===== src/rtl/sertx_pkg.sv =====
package sertx_pkg;

  // Frame format and interrupt source settings held by the transmitter.
  typedef struct packed {
    logic char8;       // 1: long character, 0: short character
    logic par_en;      // append parity bit
    logic par_odd;     // 1: odd, 0: even
    logic stop2;       // 1: two stop bits
    logic irq_on_done; // 1: request on frame completion, 0: on buffer transfer
  } sertx_cfg_t;

  localparam sertx_cfg_t SERTX_CFG_RST = '{
    char8:       1'b1,
    par_en:      1'b0,
    par_odd:     1'b0,
    stop2:       1'b0,
    irq_on_done: 1'b0
  };

endpackage


===== src/rtl/sertx_div16.sv =====
// Tick divider: one bit boundary every OVERSAMPLE ticks, one mid-bit strobe
// halfway through. The counter is forced to zero while the line is idle.
module sertx_div16 #(
  parameter int unsigned OVERSAMPLE = 16
) (
  input  logic clk,
  input  logic rst_n,
  input  logic run,
  input  logic tick,
  output logic bit_edge,
  output logic mid_edge
);

  localparam int unsigned CW = (OVERSAMPLE > 2) ? $clog2(OVERSAMPLE) : 1;
  localparam logic [CW-1:0] CNT_LAST = CW'(OVERSAMPLE - 1);
  localparam logic [CW-1:0] CNT_MID  = CW'(OVERSAMPLE / 2 - 1);

  logic [CW-1:0] cnt_q;
  logic [CW-1:0] cnt_d;

  always_comb begin
    cnt_d = cnt_q;
    if (!run) begin
      cnt_d = '0;
    end else if (tick) begin
      cnt_d = (cnt_q == CNT_LAST) ? '0 : cnt_q + 1'b1;
    end
  end

  always_ff @(posedge clk or negedge rst_n) begin
    if (!rst_n) begin
      cnt_q <= '0;
    end else begin
      cnt_q <= cnt_d;
    end
  end

  assign bit_edge = run & tick & (cnt_q == CNT_LAST);
  assign mid_edge = run & tick & (cnt_q == CNT_MID);

endmodule


===== src/rtl/sertx_frame_pack.sv =====
// Builds the complete frame, bit 0 first: start, data, parity, stop, padded
// with ones. Also returns the number of bits the frame holds.
module sertx_frame_pack
  import sertx_pkg::*;
#(
  parameter int unsigned MAX_CHAR   = 8,
  parameter int unsigned SHORT_CHAR = 7,
  parameter int unsigned FRAME_W    = MAX_CHAR + 4,
  parameter int unsigned NB_W       = $clog2(FRAME_W + 1)
) (
  input  logic [MAX_CHAR-1:0] data,
  input  sertx_cfg_t          cfg,
  output logic [FRAME_W-1:0]  frame,
  output logic [NB_W-1:0]     nbits
);

  int                  char_len;
  logic [MAX_CHAR-1:0] data_m;
  logic [FRAME_W-1:0]  data_ext;
  logic                par_bit;

  always_comb begin
    char_len = cfg.char8 ? int'(MAX_CHAR) : int'(SHORT_CHAR);
    for (int i = 0; i < int'(MAX_CHAR); i++) begin
      data_m[i] = data[i] & (i < char_len);
    end
    data_ext = FRAME_W'(data_m);
    par_bit  = (^data_m) ^ cfg.par_odd;

    frame    = '1;
    frame[0] = 1'b0;
    for (int j = 1; j < int'(FRAME_W); j++) begin
      if (j <= char_len) begin
        frame[j] = data_ext[j-1];
      end else if (cfg.par_en && (j == char_len + 1)) begin
        frame[j] = par_bit;
      end
    end
    nbits = NB_W'(char_len + 2 + int'(cfg.par_en) + int'(cfg.stop2));
  end

endmodule


===== src/rtl/sertx_txbuf.sv =====
// One-deep holding buffer. A write wins over a take in the same cycle, so a
// byte written while the old one leaves is kept.
module sertx_txbuf #(
  parameter int unsigned W = 8
) (
  input  logic         clk,
  input  logic         rst_n,
  input  logic         wr_en,
  input  logic [W-1:0] wr_data,
  input  logic         take,
  output logic         full,
  output logic [W-1:0] data
);

  logic         full_d;
  logic [W-1:0] data_d;

  always_comb begin
    full_d = full;
    data_d = data;
    if (wr_en) begin
      full_d = 1'b1;
      data_d = wr_data;
    end else if (take) begin
      full_d = 1'b0;
    end
  end

  always_ff @(posedge clk or negedge rst_n) begin
    if (!rst_n) begin
      full <= 1'b0;
      data <= '0;
    end else begin
      full <= full_d;
      data <= data_d;
    end
  end

endmodule


===== src/rtl/sertx_core.sv =====
module sertx_core
  import sertx_pkg::*;
#(
  parameter int unsigned MAX_CHAR   = 8,
  parameter int unsigned SHORT_CHAR = 7,
  parameter int unsigned OVERSAMPLE = 16
) (
  input  logic                clk,
  input  logic                rst_n,
  input  logic                baud_tick,
  input  logic                cfg_we,
  input  logic                cfg_char8,
  input  logic                cfg_par_en,
  input  logic                cfg_par_odd,
  input  logic                cfg_stop2,
  input  logic                cfg_irq_done,
  input  logic                tx_we,
  input  logic [MAX_CHAR-1:0] tx_wdata,
  input  logic                irq_clr,
  output logic                txd,
  output logic                buf_empty,
  output logic                shift_done,
  output logic                irq_req
);

  localparam int unsigned FRAME_W = MAX_CHAR + 4;
  localparam int unsigned NB_W    = $clog2(FRAME_W + 1);

  // Reset: asserted asynchronously, released on the clock.
  logic [1:0] rst_sync_q;
  logic       rst_n_s;

  always_ff @(posedge clk or negedge rst_n) begin
    if (!rst_n) begin
      rst_sync_q <= '0;
    end else begin
      rst_sync_q <= {rst_sync_q[0], 1'b1};
    end
  end
  assign rst_n_s = rst_sync_q[1];

  // Configuration register.
  sertx_cfg_t cfg_q;
  sertx_cfg_t cfg_d;

  always_comb begin
    cfg_d = cfg_q;
    if (cfg_we) begin
      cfg_d = '{char8: cfg_char8, par_en: cfg_par_en, par_odd: cfg_par_odd,
                stop2: cfg_stop2, irq_on_done: cfg_irq_done};
    end
  end

  always_ff @(posedge clk or negedge rst_n_s) begin
    if (!rst_n_s) begin
      cfg_q <= SERTX_CFG_RST;
    end else begin
      cfg_q <= cfg_d;
    end
  end

  // Holding buffer.
  logic                buf_full;
  logic [MAX_CHAR-1:0] buf_data;
  logic                load;

  sertx_txbuf #(.W(MAX_CHAR)) buf_i (
    .clk     (clk),
    .rst_n   (rst_n_s),
    .wr_en   (tx_we),
    .wr_data (tx_wdata),
    .take    (load),
    .full    (buf_full),
    .data    (buf_data)
  );

  // Frame assembly from the buffered byte and the current settings.
  logic [FRAME_W-1:0] frame_new;
  logic [NB_W-1:0]    nb_new;

  sertx_frame_pack #(
    .MAX_CHAR   (MAX_CHAR),
    .SHORT_CHAR (SHORT_CHAR),
    .FRAME_W    (FRAME_W),
    .NB_W       (NB_W)
  ) pack_i (
    .data  (buf_data),
    .cfg   (cfg_q),
    .frame (frame_new),
    .nbits (nb_new)
  );

  // Bit timing.
  logic running_q;
  logic bit_edge;
  logic mid_edge;

  sertx_div16 #(.OVERSAMPLE(OVERSAMPLE)) div_i (
    .clk      (clk),
    .rst_n    (rst_n_s),
    .run      (running_q),
    .tick     (baud_tick),
    .bit_edge (bit_edge),
    .mid_edge (mid_edge)
  );

  // Shift sequencer.
  logic [FRAME_W-1:0] frame_q, frame_d;
  logic [NB_W-1:0]    pos_q, pos_d;
  logic [NB_W-1:0]    nb_q, nb_d;
  logic               running_d;
  logic               done_q, done_d;
  logic               irq_q, irq_d;
  logic               at_last;
  logic               set_evt;

  assign at_last = (pos_q == nb_q - 1'b1);
  // idle shifter loads at once; busy shifter loads exactly at frame end.
  assign load    = buf_full & (~running_q | (bit_edge & at_last));
  // interrupt source selection is applied live.
  assign set_evt = cfg_q.irq_on_done ? (mid_edge & at_last) : load;

  always_comb begin
    running_d = running_q;
    frame_d   = frame_q;
    pos_d     = pos_q;
    nb_d      = nb_q;
    done_d    = done_q;
    irq_d     = irq_q;

    if (load) begin
      running_d = 1'b1;
      frame_d   = frame_new;
      pos_d     = '0;
      nb_d      = nb_new;
    end else if (bit_edge) begin
      if (at_last) begin
        running_d = 1'b0;
      end else begin
        frame_d = {1'b1, frame_q[FRAME_W-1:1]};
        pos_d   = pos_q + 1'b1;
      end
    end

    // clear when the first data bit starts, set mid final stop bit.
    if (bit_edge && (pos_q == '0)) begin
      done_d = 1'b0;
    end else if (mid_edge && at_last) begin
      done_d = 1'b1;
    end

    // a set event wins over a clear.
    if (set_evt) begin
      irq_d = 1'b1;
    end else if (irq_clr) begin
      irq_d = 1'b0;
    end
  end

  always_ff @(posedge clk or negedge rst_n_s) begin
    if (!rst_n_s) begin
      running_q <= 1'b0;
      frame_q   <= '1;
      pos_q     <= '0;
      nb_q      <= '0;
      done_q    <= 1'b1;
      irq_q     <= 1'b0;
    end else begin
      running_q <= running_d;
      frame_q   <= frame_d;
      pos_q     <= pos_d;
      nb_q      <= nb_d;
      done_q    <= done_d;
      irq_q     <= irq_d;
    end
  end

  assign txd        = running_q ? frame_q[0] : 1'b1;
  assign buf_empty  = ~buf_full;
  assign shift_done = done_q;
  assign irq_req    = irq_q;

endmodule


===== config.mk =====
export PLATFORM = sky130hd
export DESIGN_NAME = sertx_core
export DESIGN_NICKNAME = d
export VERILOG_FILES = /design/src/rtl/sertx_pkg.sv /design/src/rtl/sertx_div16.sv /design/src/rtl/sertx_frame_pack.sv /design/src/rtl/sertx_txbuf.sv /design/src/rtl/sertx_core.sv
export SDC_FILE = /design/constraint.sdc
export NUM_CORES = 1
export LEC_CHECK = 0
export ABC_AREA = 1
export CORE_ASPECT_RATIO = 1.1
export CORE_UTILIZATION = 60
export CTS_CLUSTER_DIAMETER = 150
export DETAILED_ROUTE_END_ITERATION = 8
export HOLD_SLACK_MARGIN = 0.1
export PLACE_DENSITY = 0.93
export SETUP_SLACK_MARGIN = 0.05
export SLEW_MARGIN = 20
export SYNTH_ARGS = -nofsm -noshare
export SYNTH_HDL_FRONTEND = slang
export SYNTH_SLANG_ARGS = --single-unit

===== constraint.sdc =====
create_clock -name clk -period 2.3 [get_ports clk]
set_clock_uncertainty 0.15 [all_clocks]
set_input_delay 0.69 -clock clk [delete_from_list [all_inputs] [get_ports clk]]
set_output_delay 0.69 -clock clk [all_outputs]
set_load 0.1 [all_outputs]

# After elaboration in Yosys (flattened, before gate mapping)
# Index checks and enable logic that the tools add are counted.
# Widths: inputs -> output; s select.
# word_totals
ff_bits	43
inputBits	19
out_inout_bits	4
wordCells	140
# classes
addsub	7
magnitude_cmp	19
eq_ne	16
muxes	43
bitwise	18
n_reduce_logical	22
# ops
operator	n
$eq 4x32->1 const A	4
$eq 5x32->1 const A	4
$le 4x32->1 const A	4
$le 5x32->1 const A	4
$lt 4x32->1 const A	4
$eq 3x32->1 const A	2
$le 3x32->1 const A	2
$lt 3x32->1 const A	2
$mux 12	3
$mux 1	33
$add 32x2->32 const B	1
$eq 2x32->1 const A	1
$le 2x32->1 const A	1
$lt 1x32->1 const A	1
$lt 2x32->1 const A	1
$mux 4	7
$and 1x1->1	14
$logic_and 1x1->1	13
$reduce_bool 2->1	5
$add 4x1->4 const B	2
$add 4x2->4	2
$reduce_xor 8->1	1
$add 4x3->4 const B	1
$eq 4x3->1 const B	1
9 further kinds	12

# Logic depth before layout (Yosys ltp)
# depth
ltp_word	8
mapped_depth	14
ltp_nobuf	14

# Cells and area by module
# Synthesis repeated with hierarchy kept, for this count alone.
# unflattened
hier_cells	340
area_unflattened_um2	2527.4
# modules_own_cells
module	instances	cells_per_inst	area_per_inst_um2	seq_area_each_um2
sertx_core	1	215	1647.8	768.2
sertx_txbuf	1	38	341.6	225.2
sertx_frame_pack	1	56	302.8	0.0
sertx_div16	1	31	235.2	100.1

# Worst setup path after synthesis
# Ideal clock, no wire load.
# synth_path
path_kind	reg-to-output
start	register frame_q[0]
end	output port txd
arrival_ps	1175
required_time_ps	1460
path_slack_ps	285
path_stages_with_launch	3
n_path_buf	0
path_cell_list	dfstp_2 > inv_1 > nand2_1
# synth_via
elab_chain_len	1
# synth_rtl
element	line	text
start, declared	sertx_core.sv:108	logic [FRAME_W-1:0] frame_q, frame_d;
start signal, assigned	sertx_core.sv:170	frame_q <= frame_d;
$mux 1	sertx_core.sv:178	assign txd = running_q ? frame_q[0] : 1'b1;
end, declared	sertx_core.sv:20	output logic txd,
# Every way passes these cells.

# Worst setup path after layout
# layout_path
start	register nb_q[0]
end	register frame_q[2]
# layout_via
elab_chain_len	7
word_cells_on_any_way	9
cone_classes	add/sub: 1; eq/ne: 2; mux: 1; bitwise: 3; reduce/logical: 2
# layout_rtl
element	line	text
start, declared	sertx_core.sv:110	logic [NB_W-1:0] nb_q, nb_d;
start signal, assigned	sertx_core.sv:172	nb_q <= nb_d;
$sub 4x1->4 *	sertx_core.sv:117	assign at_last = (pos_q == nb_q - 1'b1);
$eq 4x4->1 *	sertx_core.sv:117	
$and 1x1->1	sertx_core.sv:119	assign load = buf_full & (~running_q | (bit_edge & at_last));
$or 1x1->1	sertx_core.sv:119	
$and 1x1->1	sertx_core.sv:119	
$ne 2x2->1 (no source line) or $reduce_bool 2->1 (tied branches)	n/a	
$reduce_and 2->1 (no source line)	n/a	
# Every way passes the cells marked *; elsewhere a longest branch is shown, timed or not.
# A chain may end at the register's enable or synchronous reset.

==> qor.json <==
{
  "floorplan.die_area": {"value": 3727, "unit": "sq um"},
  "drc_errors": {"value": 0},
  "worstPathRequired": {"value": 2420, "unit": "ps"},
  "worstSetupStartpointType": {"value": "register"},
  "netlist_area": {"value": 2092, "unit": "sq um"},
  "min_to": {"value": "rst_sync_q[1]$_DFF_PN0_"},
  "path_max_fanout": {"value": 15},
  "worst_ir_drop_vdd": {"value": 0.4586, "unit": "mV"},
  "totalWireLength": {"value": 4048, "unit": "um"},
  "fillers": {"value": 238},
  "finalSetupTns": {"value": 0, "unit": "ps"},
  "globalRouteMet1Util": {"value": 28.22, "unit": "%"},
  "cell_depth_of_the_worst_min_delay_path": {"value": 0},
  "reg2regPathDepth": {"value": 12},
  "groute.layer.met3.usage": {"value": 5.668, "unit": "%"},
  "antenna_found_initial": {"value": 0},
  "multiInputGateArea": {"value": 884.6, "unit": "sq um"},
  "area_growth_syn_to_layout": {"value": 23.56, "unit": "%"},
  "criticalPathCategory": {"value": "reg -> reg"},
  "via_count_of_the_first_global_routing_pass": {"value": 1756},
  "timing.critical_path.arrival": {"value": 2230, "unit": "ps"},
  "cts-root-to-sink-buffers": {"value": 2},
  "hold_path_class": {"value": "reg -> reg"},
  "netlist.area_leader.share": {"value": 34.69, "unit": "%"},
  "slowest_delay": {"value": 390, "unit": "ps"},
  "route.vias.total": {"value": 1744},
  "critical_path.reg2reg.startpoint": {"value": "nb_q[0]$_DFFE_PN0P_"},
  "post_layout_nonfiller_instances": {"value": 346},
  "ant_nets": {"value": 0},
  "most_crowded_layer_after_global_routing": {"value": "met2"},
  "die_x": {"value": 58.30, "unit": "um"},
  "tritoncts": {"value": "yes"},
  "first_pass_grt_wire_length": {"value": 7044, "unit": "um"},
  "portBuffers": {"value": 22},
  "hp-start": {"value": "rst_sync_q[0]$_DFF_PN0_"},
  "syn_nets": {"value": 282},
  "fp.coreArea": {"value": 3331, "unit": "sq um"},
  "globalRoute.totalOverflow": {"value": 0},
  "worst_path_most_repeated_cell": {"value": "nand2_1"},
  "leakagePower": {"value": 1.317, "unit": "nW"},
  "yosysSeqAreaShare": {"value": 49.76, "unit": "%"},
  "hold_viol": {"value": 0},
  "placement.setup.worst_slack": {"value": -142.2, "unit": "ps"},
  "startpoint_of_the_most_critical_setup_path": {"value": "nb_q[0]$_DFFE_PN0P_"},
  "antenna_cells_inserted": {"value": 0},
  "worst_slack": {"value": 190.7, "unit": "ps"},
  "post_synth_num_cell_types": {"value": 27},
  "io_pins": {"value": 23},
  "syn-mean-instance-area": {"value": 8.140, "unit": "sq um"},
  "grtUsageMet2": {"value": 43.68, "unit": "%"},
  "grt_setup_unrepaired": {"value": "false"},
  "clock.fmax": {"value": 0.4741, "unit": "GHz"},
  "grt_usage": {"value": 24.68, "unit": "%"},
  "number_of_placed_cells_counting_well_taps": {"value": 335},
  "place_hpwl": {"value": 3106, "unit": "um"},
  "worstPathCellList": {"value": "inv_2 -> ha_1 -> inv_1 -> nand2_1 -> nand2_1 -> nor2_1 -> nand4_1 -> nand2_1 -> nand2_4 -> buf_4 -> o21ai_1 -> nand2_1"},
  "cts.clk_slew.worst_paths": {"value": 120, "unit": "ps"},
  "timing.reg2reg.setup_slack": {"value": 190, "unit": "ps"},
  "detailedRoute.firstIterationViolations": {"value": 73},
  "yosysTopAreaCell": {"value": "dfrtp_1"},
  "drive_gt1_share": {"value": 16.78, "unit": "%"},
  "gp_routability_congestion": {"value": 0.8248},
  "routed_wire_length_per_instance": {"value": 11.70, "unit": "um"},
  "postSynthCellCount": {"value": 257},
  "firstDrtPassIters": {"value": 4},
  "sequential_cell_area": {"value": 1041, "unit": "sq um"},
  "clkLatencyLatePin": {"value": 350, "unit": "ps"},
  "crit_path_top_delay_cell": {"value": "dfrtp_1"},
  "clock_sinks": {"value": 41},
  "timing.rr.end": {"value": "frame_q[2]$_DFFE_PN1P_"},
  "die_height": {"value": 63.93, "unit": "um"},
  "p_per_area": {"value": 775.9, "unit": "nW/um^2"},
  "floorplan.initialDensity": {"value": 62.81, "unit": "%"},
  "utilization": {"value": 77.61, "unit": "%"},
  "period_needed": {"value": 2109, "unit": "ps"},
  "yosys_register_bits": {"value": 41},
  "fin_hold_ws": {"value": 222.9, "unit": "ps"},
  "timing.max_cap.violations": {"value": 0},
  "layout_worst_path_cycle_share": {"value": 91.71, "unit": "%"},
  "setup_viol": {"value": 0},
  "grt_max_degree": {"value": 21},
  "post_synth_main_area_contributors": {"value": "dfrtp_1 (35%), nand2_1 (16%), dfstp_2 (15%), inv_1 (5.6%), nand3_1 (5.5%)"},
  "detail_route.vias_per_cell": {"value": 5.040},
  "row_count": {"value": 22},
  "warnings_synthesis": {"value": 0},
  "timing.final.max_slew_violations": {"value": 0},
  "fin_nets": {"value": 322},
  "ctsHtreeMaxLevel": {"value": 2},
  "cts_root_buf": {"value": "clkbuf_4"},
  "cp-end-kind": {"value": "register"},
  "run_status": {"value": "finished, final reports clean"},
  "cts_made_buffers": {"value": 5}
}
## repair_timing
item,in CTS,in global routing
setup buffers,0,2
endpoints found under the hold margin,23,0
gates resized for setup,0,1
setup endpoints to repair,0,9
hold buffers,1,0
## layout by cell type (no fill, tap or decap), drive strengths merged
cell / netlist / layout
mux2: 2 / 2
nand3: 23 / 23
inv: 35 / 35
conb: 1 / 1
nor3: 1 / 1
clkdlybuf4s50: 0 / 18
o21a: 2 / 2
fa: 1 / 1
a21oi: 3 / 3
clkbuf: 3 / 7
nand2: 89 / 89
o21ai: 21 / 21
bufinv: 0 / 1
dfrtp: 29 / 29
xnor2: 3 / 3
nor4: 1 / 1
nand4: 2 / 2
dfstp: 12 / 12
xor2: 4 / 4
o211ai: 3 / 3
buf: 2 / 19
dlygate4sd3: 0 / 1
ha: 5 / 5
nor2: 15 / 15
## critical path, delay by kind of cell (launching register included)
kind,cells,cell delay (ps)
simple gates,7,750
flops,1,390
fa+ha+maj,1,300
compound gates,1,120
buf+inv,3,320
## area by class of cell
cell class              instances  share of cell area [%]
clock inverters                 1                   1.162
clock buffers                   7                   2.130
well taps                      48                   2.323
inverters                      35                   5.082
repair buffers                 38                   14.81
multi-input cells             176                   34.22
flip-flops and latches         41                   40.27
## worst max-delay path by stage
stage                     cells past startpoint  slack (ps)                      to
final                                        12         190  frame_q[2]$_DFFE_PN1P_
after global routing                         12          60  frame_q[2]$_DFFE_PN1P_
after CTS                                    12         150  frame_q[2]$_DFFE_PN1P_
after detailed placement                      9        -140  frame_q[4]$_DFFE_PN1P_
after global placement                        9         -50  frame_q[2]$_DFFE_PN1P_
after floorplan                               2         290                     txd
## cell families (layout without fill, tap and decap cells)
logic type	after synthesis	in the layout	share of synthesized area, %
buf+inv	40	81	8.194
compound gates	29	29	8.253
mux	2	2	1.076
simple gates	131	131	25.66
flops	41	41	49.76
xor+xnor	7	7	2.931
other cells	1	1	0.1793
fa+ha+maj	6	6	3.947
## per-stage QoR
step | cell area (sq um) | power (W)
after floorplan | 2092 | 0.001345
after global placement | 2470 | 0.001492
after detailed placement | 2470 | 0.001528
after CTS | 2565 | 0.002019
after global routing | 2585 | 0.002128
final | 2585 | 0.002006
## where the power goes
group | leakage [nW] | switching, W | total (W) | internal, W
Combinational | 0.814 | 0.000326 | 0.000543 | 0.000217
Clock | 0.0455 | 0.000229 | 0.000489 | 0.000260
Sequential | 0.457 | 0.0000975 | 0.000974 | 0.000877
## state kept, by name, indices dropped and copies added (netlist names)
signal,count
shift_done,1
cfg_q,5
nb_q,4
rst_sync_q,2
frame_q,10
buf_i.data,8
pos_q,4
irq_req,1
running_q,1
buf_i.full,1
div_i.cnt_q,4
## routing by layer
metal / vias up / share of wire (%)
met4: 0 / 2.7
met3: 12 / 2.9
met5: - / 0
met2: 37 / 51
li1: 889 / -
met1: 806 / 43
## cell usage after synthesis (all sizes together)
cell type,instances
nor2,15
nand4,2
clkbuf,3
ha,5
a21oi,3
nor3,1
nand3,23
xnor2,3
nand2,89
conb,1
xor2,4
nor4,1
dfrtp,29
o21a,2
mux2,2
buf,2
fa,1
o21ai,21
inv,35
o211ai,3
dfstp,12
No activity file was read; power rests on OpenSTA's default activity.
